**config.mk**
```make
export PLATFORM = sky130hd
export DESIGN_NAME = gain_ramp_ctrl
export DESIGN_NICKNAME = d
export VERILOG_FILES = /design/src/rtl/gain_step_pkg.sv /design/src/rtl/gain_zc_detect.sv /design/src/rtl/gain_step_fsm.sv /design/src/rtl/gain_ramp_ctrl.sv
export SDC_FILE = /design/constraint.sdc
export NUM_CORES = 1
export LEC_CHECK = 0
export BUFFER_PORTS_ARGS = -buffer_cell sky130_fd_sc_hd__buf_2
export CAP_MARGIN = 10
export CORE_UTILIZATION = 53
export CTS_CLUSTER_SIZE = 14
export DETAILED_ROUTE_END_ITERATION = 6
export PLACE_DENSITY = 0.73
export SLEW_MARGIN = 20
export SYNTH_ARGS = -nofsm -noshare
export SYNTH_HDL_FRONTEND = slang
export SYNTH_HIERARCHICAL = 1
export SYNTH_SLANG_ARGS = --single-unit
```
**constraint.sdc**
```tcl
create_clock -name clk -period 5.2 [get_ports clk]
set_clock_uncertainty 0.2 [all_clocks]
set_input_delay 1.04 -clock clk [delete_from_list [all_inputs] [get_ports clk]]
set_output_delay 1.04 -clock clk [all_outputs]
set_load 0.01 [all_outputs]
```
**src/rtl/gain_step_pkg.sv**
```systemverilog
package gain_step_pkg;

    typedef enum logic [1:0] {
        MODE_IMM     = 2'b00,
        MODE_ZC      = 2'b01,
        MODE_RAMP    = 2'b10,
        MODE_RAMP_ZC = 2'b11
    } xfer_mode_e;

    typedef enum logic [1:0] {
        ST_IDLE      = 2'b00,
        ST_WAIT_TICK = 2'b01,
        ST_WAIT_ZC   = 2'b10
    } step_state_e;

endpackage

```
**src/rtl/gain_zc_detect.sv**
```systemverilog
module gain_zc_detect #(
    parameter int SMP_W   = 16,
    parameter int TIMEOUT = 1024
) (
    input  logic             clk,
    input  logic             rst_n,
    input  logic [SMP_W-1:0] smp,
    input  logic             smp_vld,
    input  logic             arm,
    input  logic             step_done,
    output logic             zc_evt,
    output logic             tmo_evt
);
    localparam int CNT_W = $clog2(TIMEOUT + 1);
    localparam logic [CNT_W-1:0] CNT_LAST = CNT_W'(TIMEOUT - 1);

    logic             prev_sgn;
    logic             have_prev;
    logic [CNT_W-1:0] wait_cnt;
    logic             hit;

    // a valid sample qualifies if it is zero or its sign flipped
    assign hit     = smp_vld && ((smp == '0) ||
                     (have_prev && (smp[SMP_W-1] != prev_sgn)));
    assign zc_evt  = arm && hit;
    assign tmo_evt = arm && smp_vld && !hit && (wait_cnt == CNT_LAST);

    always_ff @(posedge clk) begin
        if (!rst_n) begin
            prev_sgn  <= 1'b0;
            have_prev <= 1'b0;
        end else if (smp_vld) begin
            prev_sgn  <= smp[SMP_W-1];
            have_prev <= 1'b1;
        end
    end

    always_ff @(posedge clk) begin
        if (!rst_n || !arm || step_done) begin
            wait_cnt <= '0;
        end else if (smp_vld && (wait_cnt != CNT_LAST)) begin
            wait_cnt <= wait_cnt + CNT_W'(1);
        end
    end

endmodule

```
**src/rtl/gain_step_fsm.sv**
```systemverilog
module gain_step_fsm
    import gain_step_pkg::*;
#(
    parameter int GAIN_W   = 6,
    parameter int MAX_CODE = 24
) (
    input  logic              clk,
    input  logic              rst_n,
    input  logic [1:0]        mode,
    input  logic              ramp_tick,
    input  logic [GAIN_W-1:0] tgt,
    input  logic              zc_evt,
    input  logic              tmo_evt,
    output logic [GAIN_W-1:0] gain,
    output logic              wait_zc,
    output logic              step_done,
    output logic              differ
);
    localparam logic [GAIN_W-1:0] POS_LIM = GAIN_W'(MAX_CODE);
    localparam logic [GAIN_W-1:0] NEG_LIM = GAIN_W'(-MAX_CODE);

    xfer_mode_e        md;
    step_state_e       state, state_n;
    logic [GAIN_W-1:0] tgt_c;
    logic [GAIN_W-1:0] gain_nx;
    logic              load_now;
    logic              step_now;

    assign md = xfer_mode_e'(mode);

    always_comb begin
        if ($signed(tgt) > $signed(POS_LIM)) begin
            tgt_c = POS_LIM;
        end else if ($signed(tgt) < $signed(NEG_LIM)) begin
            tgt_c = NEG_LIM;
        end else begin
            tgt_c = tgt;
        end
    end

    assign differ  = (gain != tgt_c);
    assign gain_nx = ($signed(tgt_c) > $signed(gain)) ? gain + GAIN_W'(1)
                                                      : gain - GAIN_W'(1);

    // next-state and step decision
    always_comb begin
        state_n  = state;
        load_now = 1'b0;
        step_now = 1'b0;
        unique case (state)
            ST_IDLE: begin
                if (differ) begin
                    if (md == MODE_IMM) begin
                        load_now = 1'b1;
                    end else if (md == MODE_ZC) begin
                        state_n = ST_WAIT_ZC;
                    end else begin
                        state_n = ST_WAIT_TICK;
                    end
                end
            end
            ST_WAIT_TICK: begin
                if (!differ) begin
                    state_n = ST_IDLE;
                end else if (md == MODE_IMM) begin
                    load_now = 1'b1;
                    state_n  = ST_IDLE;
                end else if (md == MODE_ZC) begin
                    state_n = ST_WAIT_ZC;
                end else if (ramp_tick) begin
                    if (md == MODE_RAMP) begin
                        step_now = 1'b1;
                    end else begin
                        state_n = ST_WAIT_ZC;
                    end
                end
            end
            ST_WAIT_ZC: begin
                if (!differ) begin
                    state_n = ST_IDLE;
                end else if (md == MODE_IMM) begin
                    load_now = 1'b1;
                    state_n  = ST_IDLE;
                end else if (md == MODE_RAMP) begin
                    state_n = ST_WAIT_TICK;
                end else if (zc_evt || tmo_evt) begin
                    step_now = 1'b1;
                    if (md == MODE_RAMP_ZC) begin
                        state_n = ST_WAIT_TICK;
                    end
                end
            end
            default: state_n = ST_IDLE;
        endcase
        if (step_now && (gain_nx == tgt_c)) begin
            state_n = ST_IDLE;
        end
    end

    // state register
    always_ff @(posedge clk) begin
        if (!rst_n) begin
            state <= ST_IDLE;
        end else begin
            state <= state_n;
        end
    end

    // output register: the applied code
    always_ff @(posedge clk) begin
        if (!rst_n) begin
            gain <= '0;
        end else if (load_now) begin
            gain <= tgt_c;
        end else if (step_now) begin
            gain <= gain_nx;
        end
    end

    assign wait_zc   = (state == ST_WAIT_ZC);
    assign step_done = step_now;

endmodule

```
**src/rtl/gain_ramp_ctrl.sv**
```systemverilog
module gain_ramp_ctrl #(
    parameter int GAIN_W   = 6,
    parameter int SMP_W    = 16,
    parameter int MAX_CODE = 24,
    parameter int TIMEOUT  = 1024
) (
    input  logic              clk,
    input  logic              rst_n,
    input  logic [1:0]        mode,
    input  logic              ramp_tick,
    input  logic [GAIN_W-1:0] tgt_a,
    input  logic [GAIN_W-1:0] tgt_b,
    input  logic              smp_vld,
    input  logic [SMP_W-1:0]  smp_a,
    input  logic [SMP_W-1:0]  smp_b,
    output logic [GAIN_W-1:0] gain_a,
    output logic [GAIN_W-1:0] gain_b,
    output logic              busy
);
    localparam int NUM_CH = 2;

    logic [GAIN_W-1:0] tgt_v  [NUM_CH];
    logic [SMP_W-1:0]  smp_v  [NUM_CH];
    logic [GAIN_W-1:0] gain_v [NUM_CH];
    logic [NUM_CH-1:0] differ_v;

    assign tgt_v[0] = tgt_a;
    assign tgt_v[1] = tgt_b;
    assign smp_v[0] = smp_a;
    assign smp_v[1] = smp_b;

    for (genvar ch = 0; ch < NUM_CH; ch++) begin : g_chan
        logic zc_evt, tmo_evt, wait_zc, step_done;

        gain_zc_detect #(
            .SMP_W   (SMP_W),
            .TIMEOUT (TIMEOUT)
        ) zc_i (
            .clk       (clk),
            .rst_n     (rst_n),
            .smp       (smp_v[ch]),
            .smp_vld   (smp_vld),
            .arm       (wait_zc),
            .step_done (step_done),
            .zc_evt    (zc_evt),
            .tmo_evt   (tmo_evt)
        );

        gain_step_fsm #(
            .GAIN_W   (GAIN_W),
            .MAX_CODE (MAX_CODE)
        ) fsm_i (
            .clk       (clk),
            .rst_n     (rst_n),
            .mode      (mode),
            .ramp_tick (ramp_tick),
            .tgt       (tgt_v[ch]),
            .zc_evt    (zc_evt),
            .tmo_evt   (tmo_evt),
            .gain      (gain_v[ch]),
            .wait_zc   (wait_zc),
            .step_done (step_done),
            .differ    (differ_v[ch])
        );
    end

    assign gain_a = gain_v[0];
    assign gain_b = gain_v[1];
    assign busy   = |differ_v;

endmodule

```
# Word-level counts from Yosys, hierarchy flattened

Cells that the tools add are included.
Widths: inputs -> output; s select.

Register bits: 41
Input bits: 50
Output and inout bits: 13
Word-level logic and storage cells: 146

$add $sub $neg: 6
Magnitude comparators: 6
Equality and inequality tests: 29
Mux-type cells: 52
Bitwise logic cells: 1
Reductions and logical operators: 43

Operator list:

| operator              | count |
|---|---|
| $mux 6                | 10 |
| $ne 5x5->1 const B    | 8 |
| $mux 2                | 19 |
| $logic_not 16->1      | 2 |
| $add 11x1->11 const B | 2 |
| $eq 11x10->1 const B  | 2 |
| $ne 11x10->1 const B  | 2 |
| $mux 1                | 19 |
| $logic_and 1x1->1     | 16 |
| $add 6x1->6 const B   | 2 |
| $eq 6x6->1            | 2 |
| $gt 6x6->1            | 2 |
| $gt 6x6->1 const B    | 2 |
| $lt 6x6->1 const B    | 2 |
| $ne 6x6->1            | 2 |
| $pmux 2 s3            | 2 |
| $reduce_and 6->1      | 2 |
| $sub 6x1->6 const B   | 2 |
| $eq 2x2->1 const B    | 4 |
| $logic_or 1x1->1      | 8 |
| $eq 2x1->1 const B    | 3 |
| $logic_not 2->1       | 3 |
| $reduce_or 2->1       | 3 |
| $reduce_or 3->1       | 2 |
| other kinds (7)       | 16 |

# Longest topological paths before layout

Gate-level depths: netlist of the first run.

Depth in word-level cells: 15
Depth in mapped cells: 18
Gate-level depth less buffers: 18

# Cells and area by module

Netlist of the first run, hierarchy kept.

Modules (own cells, without submodules):

| module                           | times used | cells an instance | area an instance (sq um) | seq. area each (sq um) |
|---|---|---|---|---|
| gain_step_fsm at g_chan[1].fsm_i | 1          | 150               | 1255.0                   | 160.2 |
| gain_step_fsm at g_chan[0].fsm_i | 1          | 148               | 1204.9                   | 160.2 |
| gain_zc_detect at g_chan[1].zc_i | 1          | 76                | 711.9                    | 260.2 |
| gain_zc_detect at g_chan[0].zc_i | 1          | 81                | 683.2                    | 260.2 |
| gain_ramp_ctrl                   | 1          | 1                 | 6.3                      | 0.0 |

# Worst setup path after synthesis of the first run

No wires, ideal clock.

Path type: input-to-reg
From: in tgt_b[4]
To: reg g_chan[1].fsm_i.state[0]
Setup time: 0.132 ns
Arrival time: 4.548 ns
Data required time: 4.868 ns
Path slack: 0.320 ns
Stages: 17
Path buffers: 0
Path through: o21ai_0 -> ha_1 -> nor2_1 -> inv_1 -> ha_1 -> and4_1 -> a22oi_1 -> a221oi_2 -> a21o_1 -> inv_1 -> fa_1 -> xnor3_1 -> o32ai_2 -> a32o_1 -> nand2_1 -> a2111oi_2 -> nor4_1

Longest elaborated chain between the ends: 8
Elaborated cells between the ends (all ways): 22
Those cells by class: 3 x order compare; 7 x eq/ne; 9 x mux; 3 x reduce/logical

RTL lines:

| element                                         | line                                     | RTL |
|---|---|---|
| from (decl)                                     | gain_ramp_ctrl.sv:12                     | `input logic [GAIN_W-1:0] tgt_b,` |
| $lt 6x6->1                                      | gain_step_fsm.sv:34                      | `end else if ($signed(tgt) < $signed(NEG_LIM)) begin` |
| $mux 6                                          | gain_step_fsm.sv:34                      |  |
| $mux 6 (*)                                      | gain_step_fsm.sv:32                      | `if ($signed(tgt) > $signed(POS_LIM)) begin` |
| $gt 6x6->1 / $ne 6x6->1 (equally long branches) | gain_step_fsm.sv:42, gain_step_fsm.sv:41 |  |
| $mux 6, or another cell as far along            | gain_step_fsm.sv:42                      | `assign gain_nx = ($signed(tgt_c) > $signed(gain)) ? gain + GAIN_W'(1)` |
| $eq 6x6->1 / $pmux 1 s2 (equally long branches) | gain_step_fsm.sv:95, gain_step_fsm.sv:50 |  |
| $logic_and 1x1->1                               | gain_step_fsm.sv:95                      | `if (step_now && (gain_nx == tgt_c)) begin` |
| $reduce_or 2->1 (no source line)                | --                                       |  |
| to (signal assigned)                            | gain_step_fsm.sv:105                     | `state <= state_n;` |
| to (decl)                                       | gain_step_fsm.sv:23                      | `step_state_e state, state_n;` |

Every way passes the cells marked *; elsewhere a longest branch is shown, timed or not.
A chain may end at the register's enable or synchronous reset.

# Worst setup path after layout of the first run

From: in tgt_a[4]
To: reg g_chan[0].fsm_i.state[1]

Longest elaborated chain between the ends: 8
Elaborated cells between the ends (all ways): 22
Those cells by class: 3 x order compare; 7 x eq/ne; 9 x mux; 3 x reduce/logical

RTL lines:

| element                                         | line                                     | RTL |
|---|---|---|
| from (decl)                                     | gain_ramp_ctrl.sv:11                     | `input logic [GAIN_W-1:0] tgt_a,` |
| $lt 6x6->1                                      | gain_step_fsm.sv:34                      |  |
| $mux 6                                          | gain_step_fsm.sv:34                      |  |
| $mux 6 (*)                                      | gain_step_fsm.sv:32                      |  |
| $gt 6x6->1 / $ne 6x6->1 (equally long branches) | gain_step_fsm.sv:42, gain_step_fsm.sv:41 |  |
| $mux 6, or another cell as far along            | gain_step_fsm.sv:42                      |  |
| $eq 6x6->1 / $pmux 1 s2 (equally long branches) | gain_step_fsm.sv:95, gain_step_fsm.sv:50 |  |
| $logic_and 1x1->1                               | gain_step_fsm.sv:95                      |  |
| $reduce_or 2->1 (no source line)                | --                                       |  |
| to (signal assigned)                            | gain_step_fsm.sv:105                     |  |
| to (decl)                                       | gain_step_fsm.sv:23                      |  |

Marked as above.

==> results of run 1 <==
-- per-layer routing --
metal,vias up,share of wire [%]
met4,0,1.3
met5,-,0
met3,13,4.5
li1,1877,-
met1,1782,47
met2,98,47
-- worst max-delay path by stage --
stage	start	cells past startpoint	end	slack, ns
2_1_floorplan	tgt_b[4]	17	g_chan[1].fsm_i/state[0]	0.32
3_3_place_gp	tgt_b[4]	19	g_chan[1].fsm_i/state[0]	-0.01
3_5_place_dp	tgt_b[4]	19	g_chan[1].fsm_i/state[0]	-0.13
4_1_cts	tgt_b[4]	19	g_chan[1].fsm_i/state[0]	0.18
5_1_grt	tgt_b[5]	19	g_chan[1].fsm_i/state[0]	-0.01
6_report	tgt_a[4]	16	g_chan[0].fsm_i/state[1]	0.20
-- area by class of cell --
type	count	area, sq um	area share (%)
well taps	96	120.1	2.666
repair buffers	82	460.4	10.22
clock inverters	3	43.79	0.9720
clock buffers	5	68.82	1.527
multi-input cells	366	2833	62.87
flip-flops and latches	42	840.8	18.66
inverters	37	138.9	3.082
-- state kept, by name, summed over array words and instances (netlist names) --
name / count
g_chan.zc_i/have_prev: 2
g_chan.zc_i/prev_sgn: 2
g_chan.fsm_i/gain: 12
g_chan.zc_i/wait_cnt: 22
g_chan.fsm_i/state: 4
-- metrics by stage --
step | TNS, ns | cell area [sq um]
6_report | 0 | 4506
5_1_grt | -0.01602 | 4506
4_1_cts | 0 | 4429
3_5_place_dp | -0.4596 | 4317
3_3_place_gp | -0.01208 | 4317
2_1_floorplan | 0 | 3861
-- synthesized netlist by cell type (all sizes together) (5+ instances only) --
cell type,n
nor3b,5
mux2i,10
nor2b,7
xor2,8
nor3,13
o21a,5
a31oi,9
o21ai,19
inv,37
and3,5
a21oi,26
nand2b,9
a211oi,8
or2,6
nand3,13
nand2,38
ha,30
and2,5
nor4,10
nor2,29
xnor2,6
buf,8
a22oi,9
or3,7
nand4,7
dfxtp,42
-- kinds of logic (layout without fill, tap and decap cells) --
family / Yosys count / in the layout / synth area share, %
AOI/OAI and AO/OA: 130 / 130 / 27.48
xor gates and xnor gates: 17 / 17 / 4.958
adders and majority gates: 33 / 33 / 11.05
buffers and inverters: 48 / 127 / 5.671
DFF: 42 / 42 / 21.78
muxes: 11 / 11 / 2.884
and+or+nand+nor: 175 / 175 / 26.18
-- worst min-delay path, cell delays in order, from the launching register on --
cell and delay, ns:
dfxtp_1 0.31, nand2_1 0.05, a21oi_1 0.04
-- power groups by stage --
stage	combinational (uW)	sequential [uW]	clock, uW
floorplan	420	375	0
global placement	559	375	0
detailed placement	568	377	0
CTS	573	369	280
global route	666	374	290
finish	606	370	271
-- what timing repair did --
| action | CTS | global route |
|---|---|---|
| buffers inserted | 0 | 6 |
| gates resized for setup | 0 | 5 |
| setup endpoints to repair | 0 | 4 |
==> out/results.ini, run 1 <==
[status]
status = complete, no violations

[timing]
hold_violations = 0
min_period_ns = 5.001
period_share_pct = 96.18
slew_viol_final = 0
holdWs_ns = 0.2358
finalSetupViolCount = 0
tightest_slew_ns = 0.5485
worst_slack_ns = 0.1988
slew_headroom_pct = 63.30
max_freq_ghz = 0.2000

[layout]
fin_util_pct = 65.24
mostFrequentLayoutCell = buf_2
antennaDiodeCount = 0
instances_no_fill = 631
layout_common_cells = buf_2 (62), dfxtp_1 (42), nand2_1 (38), inv_1 (37), ha_1 (30)
fillers = 638
drive_above_1_share_pct = 25.05
synthToLayoutAreaGrowth_pct = 16.69
fin_nets = 616

[grt]
grt_max_degree = 17
gr-usage-met2_pct = 44.53
grt_pass1_vias = 3511
grt_antenna_before_repair = 0
use_met1_pct = 33.10
grt_pass1_wl_mm = 15.64
grt.overflow.total = 0
grt.busiest_layer = met2
grt_use_total_pct = 25.86
met3_usage_pct = 4.171

[clocking]
cts.path.max_buffers = 2
cts_tree = done
clkSlewWorstSetupHoldPaths_ns = 0.09
cts_hold_buf = 0
htreeDepth = 2
cts_root_buf = clkbuf_8
clock-sinks = 42
numCtsBuffers = 5
worst_skew_pair.late_latency_ns = 0.30

[route]
firstDrtPassIters = 4
wl_mm = 9.653
route.vias.total = 3770
ant_nets = 0
drc_errors = 0
drtIter0Drc = 181
wire_per_inst_microns = 15.30
viasPerCell = 5.975

[floorplanning]
initial_core_util_pct = 55.91
ios = 63
core_sq_mm = 0.006907
dieArea_sq_mm = 0.007631
die_h_microns = 87.36
num_rows = 30
die_w_microns = 87.36

[power]
p_sw_share_pct = 38.48
leakage_uw = 0.001961
internal_power_uw = 766.9
net-switching-power_uw = 479.8
cellPowerDensity_mw_per_mm2 = 276.7
seqPwrFrac_pct = 29.7
peakVddDrop_mv = 0.1288
pwr-share-comb_pct = 48.6
p_clk_share_pct = 21.8
p_total_uw = 1247

[synthesis]
synth_seq_cells = 42
synth_enable_flop_cells = 0
synth_top_cell_area_share_pct = 21.78
synth.yosys.seq_area_share_pct = 21.78
ys_warn_count = 6
synth_cell_types = 94
avgSynthCellArea_sq_um = 8.468
synth_fp_nets = 538
synth_area_leader_cell = dfxtp_1
syn_inst = 456
synthFlopType = dfxtp_1
syn_area_sq_mm = 0.003861
synth-async-reset-ratio_pct = 0
yosys-top-cells-area = dfxtp_1 (22%), ha_1 (9.7%), nand2_1 (3.7%)

[flow_run]
drv_cap = 0

[min_path]
hp-class = reg2reg
worstHoldStart = g_chan[0].zc_i/wait_cnt[10]
min_path_cells = 2
worstHoldEndpoint = g_chan[0].zc_i/wait_cnt[10]

[setup_path]
end_kind = register
crit_chain = buf_2 -> o21ai_0 -> ha_1 -> or2_2 -> ha_1 -> nand3_1 -> o22ai_1 -> maj3_2 -> a21oi_4 -> inv_1 -> ha_1 -> o21ai_0 -> or4b_2 -> o2111ai_2 -> xor3_2 -> a211oi_2
crit_arrival_ns = 5.03
path_delay_family = adder cells
r2r_end = g_chan[0].fsm_i/state[1]
cp_num_buf_inv = 2
crit_fanout = 5
worst-setup-path-type = in2reg
crit_path_top_delay_cell = or4b_2
r2r-start = g_chan[0].fsm_i/gain[5]
reg2reg_slack_ns = 1.17
critPathLaunchType = primary input
required_ns = 5.22
reg2reg_depth = 13
cpPeakStageDelay_ns = 0.64
path_common_cell = ha_1

[placement]
place.gp.congestion = 0.9837
hpwlAfterDp_mm = 7.478
port_buffers = 62
placedCellCount = 617
dp_slack_ns = -0.1336

Note: power is estimated with default switching activity, not from simulation.
==> run 2, diff against run 1 <==
==> constraint.sdc (replaced) <==
create_clock -name clk -period 6.1 [get_ports clk]
set_clock_uncertainty 0.2 [all_clocks]
set_input_delay 0.915 -clock clk [delete_from_list [all_inputs] [get_ports clk]]
set_output_delay 0.915 -clock clk [all_outputs]
set_load 0.01 [all_outputs]
==> out/results.ini, run 2 (synthesis results as in run 1) <==
[route]
wire_per_inst_microns = 14.97  ; was 15.30 microns
drtIter0Drc = 217  ; was 181
route.vias.total = 3675  ; was 3770
drc_errors = 0  ; unchanged
firstDrtPassIters = 4  ; unchanged
wl_mm = 9.148  ; was 9.653 mm
viasPerCell = 6.015  ; was 5.975
ant_nets = 0  ; unchanged

[layout]
layout_common_cells = buf_2 (62), dfxtp_1 (42), nand2_1 (38), inv_1 (37), ha_1 (30)  ; unchanged
largest_register_ffs = 22  ; unchanged
largest_register = g_chan.zc_i/wait_cnt  ; unchanged
synthToLayoutAreaGrowth_pct = 11.31  ; was 16.69%
top_regs = g_chan.zc_i/wait_cnt (22), g_chan.fsm_i/gain (12), g_chan.fsm_i/state (4)  ; unchanged
antennaDiodeCount = 0  ; unchanged
fin_nets = 596  ; was 616
mostFrequentLayoutCell = buf_2  ; unchanged
seq_area_sq_um = 840.8  ; unchanged
multi_input_area_sq_mm = 0.002801  ; was 0.002833 sq mm
drive_above_1_share_pct = 21.17  ; was 25.05%
fillers = 636  ; was 638
instances_no_fill = 611  ; was 631

[setup_path]
crit_path_top_delay_cell = fa_1  ; was or4b_2
cpPeakStageDelay_ns = 0.44  ; was 0.64 ns
critPathLaunchType = primary input  ; unchanged
crit_chain = buf_2 -> o21ai_0 -> ha_1 -> nor2_1 -> inv_1 -> ha_1 -> and4_1 -> a22oi_1 -> a221oi_2 -> a21o_1 -> inv_1 -> fa_1 -> xnor3_1 -> o32ai_2 -> a32o_1 -> nand2_1 -> a2111oi_2 -> nor4_1  ; was buf_2 -> o21ai_0 -> ha_1 -> or2_2 -> ha_1 -> nand3_1 -> o22ai_1 -> maj3_2 -> a21oi_4 -> inv_1 -> ha_1 -> o21ai_0 -> or4b_2 -> o2111ai_2 -> xor3_2 -> a211oi_2
worst-setup-path-type = in2reg  ; unchanged
path_delay_family = compound AO/OA/AOI/OAI gates  ; was adder cells
required_ns = 6.07  ; was 5.22 ns
cp_num_buf_inv = 3  ; was 2
end_kind = register  ; unchanged
crit_arrival_ns = 5.01  ; was 5.03 ns
crit_fanout = 6  ; was 5

[clocking]
worst_skew_pair.late_latency_ns = 0.30  ; about the same
post_cts_buffers = 0  ; unchanged
numCtsBuffers = 5  ; unchanged
cts.path.max_buffers = 2  ; unchanged
htreeDepth = 2  ; unchanged
clkSlewWorstSetupHoldPaths_ns = 0.08  ; was 0.09 ns
cts_tree = done  ; unchanged
cts_root_buf = clkbuf_8  ; unchanged
cts_hold_buf = 0  ; unchanged
clock-sinks = 42  ; unchanged
cts.repair.resized = 0  ; unchanged

[timing]
finalSetupTns_ns = 0  ; unchanged
max_freq_ghz = 0.1987
rsz0062_at_grt = false
tightest_slew_ns = 0.5846  ; was 0.5485 ns
slew_viol_final = 0  ; unchanged
slew_headroom_pct = 60.89  ; was 63.30%
finalSetupViolCount = 0  ; unchanged
min_period_ns = 5.034
hold_violations = 0  ; unchanged
period_share_pct = 82.52

[grt]
grt_antenna_before_repair = 0  ; unchanged
grt_pass1_vias = 3339  ; was 3511
grt_max_degree = 17  ; unchanged
grt.overflow.total = 0  ; unchanged
grt_pass1_wl_mm = 15.18  ; was 15.64 mm
grt_use_total_pct = 24.95  ; was 25.86%

[power]
peakVddDrop_mv = 0.1134  ; was 0.1288 mV
leakage_uw = 0.001850  ; was 0.001961 uW
cellPowerDensity_mw_per_mm2 = 224.5  ; was 276.7 mW/mm^2

[status]
status = complete, no violations  ; unchanged

[floorplanning]
die_h_microns = 87.36  ; unchanged
core_sq_mm = 0.006907  ; unchanged
ios = 63  ; unchanged
num_rows = 30  ; unchanged
die_w_microns = 87.36  ; unchanged
initial_core_util_pct = 55.91  ; unchanged
dieArea_sq_mm = 0.007631  ; unchanged

[placement]
port_buffers = 62  ; unchanged
placedCellCount = 603  ; was 617
place.gp.congestion = 0.9176  ; was 0.9837
hpwlAfterDp_mm = 7.189  ; was 7.478 mm

[flow_run]
drv_cap = 0  ; unchanged

[min_path]
hp-class = reg2reg  ; unchanged

-- run 2: cell types whose count changed in the layout (fill, tap and decap cells not counted) --
cell,change
bufinv_16,-1
clkbuf_1,+1
o2111ai_2,-1
buf_4,-20
xor3_1,+1
inv_6,-1
clkinv_4,+1
o2111ai_1,+1
a2111oi_1,+1
a2111oi_4,-1
xor3_2,-1
nor4bb_2,-1
nor4bb_1,+1
-- run 2: power breakdown --
| part | switching, uW | total, uW | internal, uW |
|---|---|---|---|
| Sequential | 21.4 | 314 | 293 |
| Combinational | 263 | 469 | 206 |
| Clock | 101 | 182 | 80.9 |
| Total | 385 | 965 | 579 |
-- run 2: worst min-delay path, stage by stage (launching register included) --
cell,delay (ns)
dfxtp_1,0.31
nand2_1,0.06
a21oi_1,0.04
-- run 2: final timing paths --
path	start	end	slack, ns	cells after the start
setup / recovery	tgt_b[4]	g_chan[1].fsm_i/state[0]	1.07	18
hold / removal	g_chan[0].zc_i/wait_cnt[10]	g_chan[0].zc_i/wait_cnt[10]	0.25	2
setup reg to reg	g_chan[1].fsm_i/gain[5]	g_chan[1].fsm_i/state[0]	2.00	14
hold reg to reg	g_chan[0].zc_i/wait_cnt[10]	g_chan[0].zc_i/wait_cnt[10]	0.25	2
-- run 2: area by class of cell --
| cell class | instances | share of cell area, % |
|---|---|---|
| Inverter | 37 | 3.231 |
| Timing Repair Buffer | 62 | 7.220 |
| Tap cell | 96 | 2.795 |
| Clock inverter | 2 | 0.3202 |
| Multi-Input combinational cell | 366 | 65.18 |
| Clock buffer | 6 | 1.689 |
| Sequential cell | 42 | 19.56 |
-- run 2: routing by layer --
| metal | vias up | track usage [%] | part of all wire [%] |
|---|---|---|---|
| li1 | 1838 | - | - |
| met1 | 1718 | 33.95 | 48 |
| met2 | 107 | 40.70 | 46 |
| met3 | 12 | 4.076 | 4.8 |
| met4 | 0 | 6.855 | 1.1 |
| met5 | - | 0 | 0 |
-- run 2: through the flow --
stage               setup slack (ns)  total power (uW)  area [sq um]  hold WS, ns  util (%)
floorplan                      1.345             678.5          3861       0.2078         -
global placement              0.9406             771.9          4212       0.2153     60.98
detailed placement            0.7739             781.6          4212       0.2316     60.98
CTS                            1.105             970.1          4298       0.2433     62.23
global route                  0.6955              1038          4298       0.2701     62.23
finish                         1.066             964.9          4298       0.2466     62.23
